## src/rtl/qtmr_pkg.sv

```systemverilog
package qtmr_pkg;
  localparam logic [3:0] A_CTRL = 4'd0;
  localparam logic [3:0] A_GATE = 4'd1;
  localparam logic [3:0] A_FLAG = 4'd2;
  localparam logic [3:0] A_REF  = 4'd4;
  localparam logic [3:0] A_CNT  = 4'd8;
  localparam int CTRL_W = 16;
  localparam int N_PAIR = 2;
  localparam int N_TMR  = 2 * N_PAIR;

  // One byte of the global control word; 'a' is the lower-numbered timer.
  typedef struct packed {
    logic cas;
    logic frz_b;
    logic stp_b;
    logic en_b;
    logic gm;
    logic frz_a;
    logic stp_a;
    logic en_a;
  } pair_ctl_t;
endpackage

```

## src/rtl/qtmr_gate.sv

```systemverilog
module qtmr_gate (
  input  logic clk,
  input  logic rst_n,
  input  logic pin_n,
  output logic fall,
  output logic open
);
  logic prev_q;
  logic rise;

  assign fall = prev_q & ~pin_n;
  assign rise = ~prev_q & pin_n;

  always_ff @(posedge clk or negedge rst_n) begin
    if (!rst_n) begin
      prev_q <= 1'b1;
      open   <= 1'b0;
    end else begin
      prev_q <= pin_n;
      if (fall)      open <= 1'b1;
      else if (rise) open <= 1'b0;
    end
  end

  p_gate_open_r8: assert property (@(posedge clk) disable iff (!rst_n) fall |=> open);
  p_gate_close_r8: assert property (@(posedge clk) disable iff (!rst_n) rise |=> !open);
endmodule

```

## src/rtl/qtmr_pair.sv

```systemverilog
module qtmr_pair
  import qtmr_pkg::*;
#(
  parameter int W = 16
) (
  input  logic              clk,
  input  logic              rst_n,
  input  pair_ctl_t         ctl,
  input  logic [1:0]        gate_en,
  input  logic              gate_open,
  input  logic              gate_fall,
  input  logic              freeze,
  input  logic              tick,
  input  logic [1:0][W-1:0] ref_v,
  input  logic [1:0]        cnt_we,
  input  logic [1:0][W-1:0] cnt_wd,
  input  logic [1:0]        flag_clr,
  output logic [1:0][W-1:0] cnt,
  output logic [1:0]        flag
);
  localparam int PW = 2 * W;

  function automatic logic [W-1:0] step_one(input logic [W-1:0] c, input logic [W-1:0] r);
    return (c == r) ? '0 : c + 1'b1;
  endfunction

  function automatic logic [PW-1:0] step_two(input logic [PW-1:0] c, input logic [PW-1:0] r);
    return (c == r) ? '0 : c + 1'b1;
  endfunction

  logic [1:0] en, stp, frz, gated;
  logic [1:0] hold, restart, adv, hit, wrap;
  logic [1:0][W-1:0] nxt;

  // Effective per-half controls: a joined pair follows timer 'a' only.
  always_comb begin
    en    = {ctl.en_b, ctl.en_a};
    stp   = {ctl.stp_b, ctl.stp_a};
    frz   = {ctl.frz_b, ctl.frz_a};
    gated = gate_en;
    if (ctl.cas) begin
      en    = {2{ctl.en_a}};
      stp   = {2{ctl.stp_a}};
      frz   = {2{ctl.frz_a}};
      gated = {2{gate_en[0]}};
    end
  end

  always_comb begin
    for (int k = 0; k < 2; k++) begin
      hold[k]    = ~en[k];
      restart[k] = gate_fall & ~ctl.gm & gated[k];
      adv[k]     = tick & en[k] & ~stp[k] & ~(frz[k] & freeze) & (~gated[k] | gate_open);
    end
  end

  always_comb begin
    if (ctl.cas) begin
      {nxt[0], nxt[1]} = step_two({cnt[0], cnt[1]}, {ref_v[0], ref_v[1]});
      hit = {1'b0, {cnt[0], cnt[1]} == {ref_v[0], ref_v[1]}};
    end else begin
      nxt[0] = step_one(cnt[0], ref_v[0]);
      nxt[1] = step_one(cnt[1], ref_v[1]);
      hit    = {cnt[1] == ref_v[1], cnt[0] == ref_v[0]};
    end
  end

  assign wrap = adv & hit;

  always_ff @(posedge clk or negedge rst_n) begin
    if (!rst_n) begin
      cnt  <= '0;
      flag <= '0;
    end else begin
      for (int k = 0; k < 2; k++) begin
        if (hold[k]) begin
          cnt[k]  <= '0;
          flag[k] <= 1'b0;
        end else begin
          if (cnt_we[k])       cnt[k] <= cnt_wd[k];
          else if (restart[k]) cnt[k] <= '0;
          else if (adv[k])     cnt[k] <= nxt[k];
          if (wrap[k])          flag[k] <= 1'b1;
          else if (flag_clr[k]) flag[k] <= 1'b0;
        end
      end
    end
  end

  p_hold_r2: assert property (@(posedge clk) disable iff (!rst_n)
    hold[0] |=> (cnt[0] == '0) && !flag[0]);
  p_stop_r3: assert property (@(posedge clk) disable iff (!rst_n)
    (!ctl.cas && ctl.en_a && ctl.stp_a && !cnt_we[0] && !restart[0]) |=> $stable(cnt[0]));
  p_freeze_r4: assert property (@(posedge clk) disable iff (!rst_n)
    (!ctl.cas && ctl.en_a && ctl.frz_a && freeze && !cnt_we[0] && !restart[0]) |=> $stable(cnt[0]));
  p_wrap_r5: assert property (@(posedge clk) disable iff (!rst_n)
    (!ctl.cas && wrap[1] && !cnt_we[1]) |=> (cnt[1] == '0) && flag[1]);
  p_carry_r6: assert property (@(posedge clk) disable iff (!rst_n)
    (ctl.cas && adv[1] && !wrap[0] && (cnt[1] == '1) && (cnt_we == 2'b00) && !restart[1])
    |=> (cnt[1] == '0) && (cnt[0] == W'($past(cnt[0]) + 1'b1)));
  p_restart_r9: assert property (@(posedge clk) disable iff (!rst_n)
    (restart[0] && !hold[0] && !cnt_we[0]) |=> (cnt[0] == '0));
endmodule

```

## src/rtl/qtmr_top.sv

```systemverilog
module qtmr_top
  import qtmr_pkg::*;
#(
  parameter int W = 16
) (
  input  logic            clk,
  input  logic            rst_n,
  input  logic [3:0]      bus_addr,
  input  logic            bus_we,
  input  logic [2*W-1:0]  bus_wdata,
  output logic [2*W-1:0]  bus_rdata,
  input  logic            tick,
  input  logic            freeze,
  input  logic [1:0]      gate_n
);
  localparam int DW = 2 * W;

  logic [CTRL_W-1:0]            ctrl_q;
  logic [N_TMR-1:0]             gen_q;
  logic [N_TMR-1:0][W-1:0]      ref_q;
  logic [N_TMR-1:0][W-1:0]      cnt_all;
  logic [N_TMR-1:0][W-1:0]      cnt_wd;
  logic [N_TMR-1:0]             cnt_we;
  logic [N_TMR-1:0]             flags;
  logic [N_TMR-1:0]             flag_clr;
  logic [N_TMR-1:0]             ref_hit, cnt_hit;
  logic [N_PAIR-1:0]            cas;

  always_ff @(posedge clk or negedge rst_n) begin
    if (!rst_n) begin
      ctrl_q <= '0;
      gen_q  <= '0;
    end else if (bus_we) begin
      if (bus_addr == A_CTRL) ctrl_q <= bus_wdata[CTRL_W-1:0];
      if (bus_addr == A_GATE) gen_q  <= bus_wdata[N_TMR-1:0];
    end
  end

  assign flag_clr = (bus_we && bus_addr == A_FLAG) ? bus_wdata[N_TMR-1:0] : '0;

  genvar t;
  generate
    for (t = 0; t < N_TMR; t++) begin : g_tmr
      localparam int P = t / 2;
      assign ref_hit[t] = bus_we && (bus_addr == A_REF + 4'(t));
      assign cnt_hit[t] = bus_we && (bus_addr == A_CNT + 4'(t));
      if (t % 2 == 0) begin : g_upper
        assign cnt_we[t] = cnt_hit[t];
        assign cnt_wd[t] = cas[P] ? bus_wdata[DW-1:W] : bus_wdata[W-1:0];
        always_ff @(posedge clk or negedge rst_n) begin
          if (!rst_n)          ref_q[t] <= '0;
          else if (ref_hit[t]) ref_q[t] <= cas[P] ? bus_wdata[DW-1:W] : bus_wdata[W-1:0];
        end
      end else begin : g_lower
        assign cnt_we[t] = cnt_hit[t] || (cas[P] && cnt_hit[t-1]);
        assign cnt_wd[t] = bus_wdata[W-1:0];
        always_ff @(posedge clk or negedge rst_n) begin
          if (!rst_n) ref_q[t] <= '0;
          else if (ref_hit[t] || (cas[P] && ref_hit[t-1])) ref_q[t] <= bus_wdata[W-1:0];
        end
      end
    end
  endgenerate

  genvar p;
  generate
    for (p = 0; p < N_PAIR; p++) begin : g_pair
      logic      g_fall, g_open;
      pair_ctl_t ctl;
      assign ctl    = pair_ctl_t'(ctrl_q[8*p +: 8]);
      assign cas[p] = ctl.cas;

      qtmr_gate i_gate (
        .clk   (clk),
        .rst_n (rst_n),
        .pin_n (gate_n[p]),
        .fall  (g_fall),
        .open  (g_open)
      );

      qtmr_pair #(.W(W)) i_pair (
        .clk       (clk),
        .rst_n     (rst_n),
        .ctl       (ctl),
        .gate_en   (gen_q[2*p +: 2]),
        .gate_open (g_open),
        .gate_fall (g_fall),
        .freeze    (freeze),
        .tick      (tick),
        .ref_v     (ref_q[2*p +: 2]),
        .cnt_we    (cnt_we[2*p +: 2]),
        .cnt_wd    (cnt_wd[2*p +: 2]),
        .flag_clr  (flag_clr[2*p +: 2]),
        .cnt       (cnt_all[2*p +: 2]),
        .flag      (flags[2*p +: 2])
      );
    end
  endgenerate

  always_comb begin
    bus_rdata = '0;
    if (bus_addr == A_CTRL) bus_rdata = {{(DW-CTRL_W){1'b0}}, ctrl_q};
    if (bus_addr == A_GATE) bus_rdata = {{(DW-N_TMR){1'b0}}, gen_q};
    if (bus_addr == A_FLAG) bus_rdata = {{(DW-N_TMR){1'b0}}, flags};
    for (int k = 0; k < N_PAIR; k++) begin
      if (bus_addr == A_REF + 4'(2*k))
        bus_rdata = cas[k] ? {ref_q[2*k], ref_q[2*k+1]} : {{W{1'b0}}, ref_q[2*k]};
      if (bus_addr == A_REF + 4'(2*k+1))
        bus_rdata = {{W{1'b0}}, ref_q[2*k+1]};
      if (bus_addr == A_CNT + 4'(2*k))
        bus_rdata = cas[k] ? {cnt_all[2*k], cnt_all[2*k+1]} : {{W{1'b0}}, cnt_all[2*k]};
      if (bus_addr == A_CNT + 4'(2*k+1))
        bus_rdata = {{W{1'b0}}, cnt_all[2*k+1]};
    end
  end

  p_ctrl_write_r1: assert property (@(posedge clk) disable iff (!rst_n)
    (bus_we && bus_addr == A_CTRL) |=> ctrl_q == $past(bus_wdata[CTRL_W-1:0]));
endmodule

```

## config.mk

```make
export PLATFORM = sky130hd
export DESIGN_NAME = qtmr_top
export DESIGN_NICKNAME = d
export VERILOG_FILES = /design/src/rtl/qtmr_pkg.sv /design/src/rtl/qtmr_gate.sv /design/src/rtl/qtmr_pair.sv /design/src/rtl/qtmr_top.sv
export SDC_FILE = /design/constraint.sdc
export NUM_CORES = 1
export LEC_CHECK = 0
export BUFFER_PORTS_ARGS = -buffer_cell sky130_fd_sc_hd__buf_4
export CAP_MARGIN = 25
export CELL_PAD_IN_SITES_DETAIL_PLACEMENT = 1
export CELL_PAD_IN_SITES_GLOBAL_PLACEMENT = 1
export CORE_AREA = 2 2 156 158
export DETAILED_ROUTE_END_ITERATION = 10
export DIE_AREA = 0 0 158 160
export PLACE_DENSITY_LB_ADDON = 0.1
export SLEW_MARGIN = 20
export SYNTH_ARGS = -nofsm -noshare
export SYNTH_HDL_FRONTEND = slang
export SYNTH_HIERARCHICAL = 1
export SYNTH_SLANG_ARGS = --single-unit
```

## constraint.sdc

```tcl
create_clock -name clk -period 4.1 [get_ports clk]
set_input_delay 0.82 -clock clk [delete_from_list [all_inputs] [get_ports clk]]
set_output_delay 0.82 -clock clk [all_outputs]
set_load 0.005 [all_outputs]
```

==> metrics.yaml <==
status: "complete, no violations"
yosys.area.top_type: "dfrtp_1"
yosys-top-cells-area: "dfrtp_1 (31%), mux2_2 (10%), xor2_1 (5.5%)"
fp.coreArea_sq_mm: 0.0238
finalInstanceArea_sq_mm: 0.0136
setup.worst_path.end_class: "output pin"
htreeDepth: 4
grt_pass1_vias: 12009
crit_family: "flip-flops"
leakagePower_nw: 5.59
gp_congestion: 0.988
num_vias: 12000
antenna_found_initial: 3
first_iter_violations: 1486
start_util: 0.519
via_per_inst: 7.19
final_util: 0.570
ant_nets: 0
cts-resized-gates: 0
r2r_start: "ctrl_q[15]$_DFFE_PN0P_"
dieArea_sq_mm: 0.0253
synthDistinctLibCells: 84
nets: 1375
path_clk_slew_ps: 80
min_path_type: "input port to asynchronous set/reset pin"
swShare: 0.406
avgSynthCellArea_sq_um: 9.46
holdWs_ps: 376
ys_warn_count: 6
crit_chain: "buf_4 > mux2i_1 > nor2_1 > a221oi_1 > o22ai_1 > buf_4"
cts_buffers: 17
startpoint_type: "flip-flop"
setup_tns_ps: 0
post_cts.repair.setup_buffers: 0
syn_inst: 1308
ioPinCount: 75
cp_max_fo: 29
switchingPower_mw: 2.38
maxCapViolations: 0
drc: 0
fillCellCount: 2737
cts_buffer_depth: 2
ys_async_sr_fraction: 1.00
ys_ff_latch: 156
fin_crit_sh: 0.903
synth_nets: 1357
cpPeakStageDelay_ps: 770
grt_use_met3: 0.118
syn-cell-area_sq_mm: 0.0124
synthToLayoutAreaGrowth_pct: 9.73
worst_pin_slew_ps: 869
synth_edf_count: 0
grt_pass1_wl_mm: 78.8
fmax_mhz: 270
slew_headroom: 0.415
period_needed_ps: 3700
synth_top_area_share: 0.311
crit_start: "ctrl_q[15]$_DFFE_PN0P_"
ctsRootBufferMaster: "clkbuf_16"
path_class: "flip-flop to output pin"
grt_max_degree: 64
clock_latency_ps: 440
power_mw: 5.88
die_w_um: 158
drt_pass1_iterations: 7
crit_top_cell: "buf_4"
hold_violations: 0
grt.met1_usage: 0.593
place_inst: 1631
drv_slew: 0
grt_setup_unrepaired: "false"
critPathRequiredTime_ps: 3280
clock-sinks: 156
worst_path_max_delay_cell: "dfrtp_2"
wire_per_inst_um: 31.9
setup_violations: 0
regArea_sq_mm: 0.00391
seqPwrFrac: 0.405
grt-ovfl-total: 0
setup_ws_ps: 398
worstPathArrival_ps: 2880
stdcell_count: 1668
multi_input_area_sq_mm: 0.00777
grtUsageMet2: 0.617
dpl_worst_slack_ps: 530
yosys_most_used_dff: "dfrtp_1"
numPortBuffers: 74
rows: 57
drive_gt1_frac: 0.247
hpwlAfterDp_mm: 38.7
combPwrFrac: 0.303
clkPwrFrac: 0.291
finalClockSkew_ps: 13.7
seq_area_frac_synth: 0.316
die_y_um: 160
grt-busiest-layer: "met2"
placed_cell_area_sq_mm: 0.0130
cts_tree: "done"
drt-total-wl_mm: 53.3
track_usage: 0.427
intPower_mw: 3.49
critPathBufInv: 2
vdd_drop_max_mv: 0.303
power-per-cell-area_mw_per_mm2: 433
cts_hold_buffers: 0
## final timing paths
check	to	slack, ps	depth (start not counted)
max	bus_rdata[0]	400	6
min	g_pair[0].i_pair/cnt[29]$_DFFE_PN0P_	380	1
max reg2reg	g_pair[1].i_pair/cnt[24]$_DFFE_PN0P_	1100	9
min reg2reg	g_pair[0].i_gate/open$_DFFE_PN0P_	550	1
max in group asynchronous	g_pair[1].i_gate/prev_q$_DFF_PN1_	2860	2
min in group clk	g_pair[1].i_gate/prev_q$_DFF_PN1_	490	1
## registers in the layout (all words and copies together), names as in the netlist
signal / flops
ctrl_q: 16
gen_q: 4
g_pair.i_gate/open: 2
g_pair.i_gate/prev_q: 2
g_pair.i_pair/cnt: 64
ref_q: 64
g_pair.i_pair/flag: 4
## layout by cell type (no fill, tap or decap), types with 9 or more instances in the layout
cell and count:
a31oi_1 10, nor4_2 12, clkbuf_16 17, mux2_4 12, mux2i_1 32, buf_4 101
a211oi_1 12, nand3_1 36, nand2_1 80, nor4_1 10, a211o_1 12, o22ai_1 44
nand2b_1 12, nor3_1 10, a21oi_1 44, nor2_1 45, a22oi_1 83, dfrtp_1 152
o21ai_1 10, inv_1 22, nor2b_1 10, mux2_2 113, or3_1 9, xor2_1 78
nand3b_1 23, and2_1 15, o21a_1 10, o21ai_0 58, and3_1 36, nand4_1 20
a21o_1 15
## area by class of cell
class,instances,share of cell area
antenna,5,0.000921
clock buffer,18,0.0316
clock inverter,14,0.0130
inverter,22,0.00608
multi-input combinational,1026,0.573
sequential,156,0.288
tap,324,0.0299
timing repair buffer,103,0.0581
## cells by family (layout without fill, tap and decap cells)
family | Yosys count | in the layout | share of synthesized area
buffers and inverters | 126 | 157 | 0.0567
muxes | 157 | 157 | 0.143
other | 0 | 5 | 0
DFF | 156 | 156 | 0.316
AOI/OAI and AO/OA | 395 | 395 | 0.226
and+or+nand+nor | 384 | 384 | 0.193
adders and majority gates | 6 | 6 | 0.00607
xor gates and xnor gates | 84 | 84 | 0.0595
## power by group through the flow
stage	sequential [mW]	combinational [mW]	clock (mW)
6_report	2.38	1.78	1.71
4_1_cts	2.34	1.74	1.73
5_1_grt	2.39	1.89	1.78
2_1_floorplan	2.07	1.29	0
3_3_place_gp	2.35	1.68	0
3_5_place_dp	2.36	1.72	0
## layer usage
metal	vias to the layer above	part of all wire	wire, um
li1	5013	-	-
met1	6072	0.41	22000
met2	770	0.43	23000
met3	145	0.11	5750
met4	0	0.047	2520
met5	-	0	0
## cell usage after synthesis, drive strengths merged, types with 13 or more instances
master and count:
and3 36, nand2 81, nor4 26, o22ai 44
nand4 26, nand3b 24, nor2b 13, nor2 47
a21oi 48, dfrtp 154, mux2 125, mux2i 32
and2 20, xor2 78, nand3 36, inv 22
clkbuf 33, o21ai 72, a21o 15, a22oi 83
buf 71
## worst register-to-register path, delay by kind of cell, from the launching register on
family | cells | cell delay, ps
DFF | 1 | 770
buffers and inverters | 2 | 650
AOI/OAI and AO/OA | 6 | 1400
and+or+nand+nor | 1 | 130
Note: power is estimated with default switching activity, not from simulation.
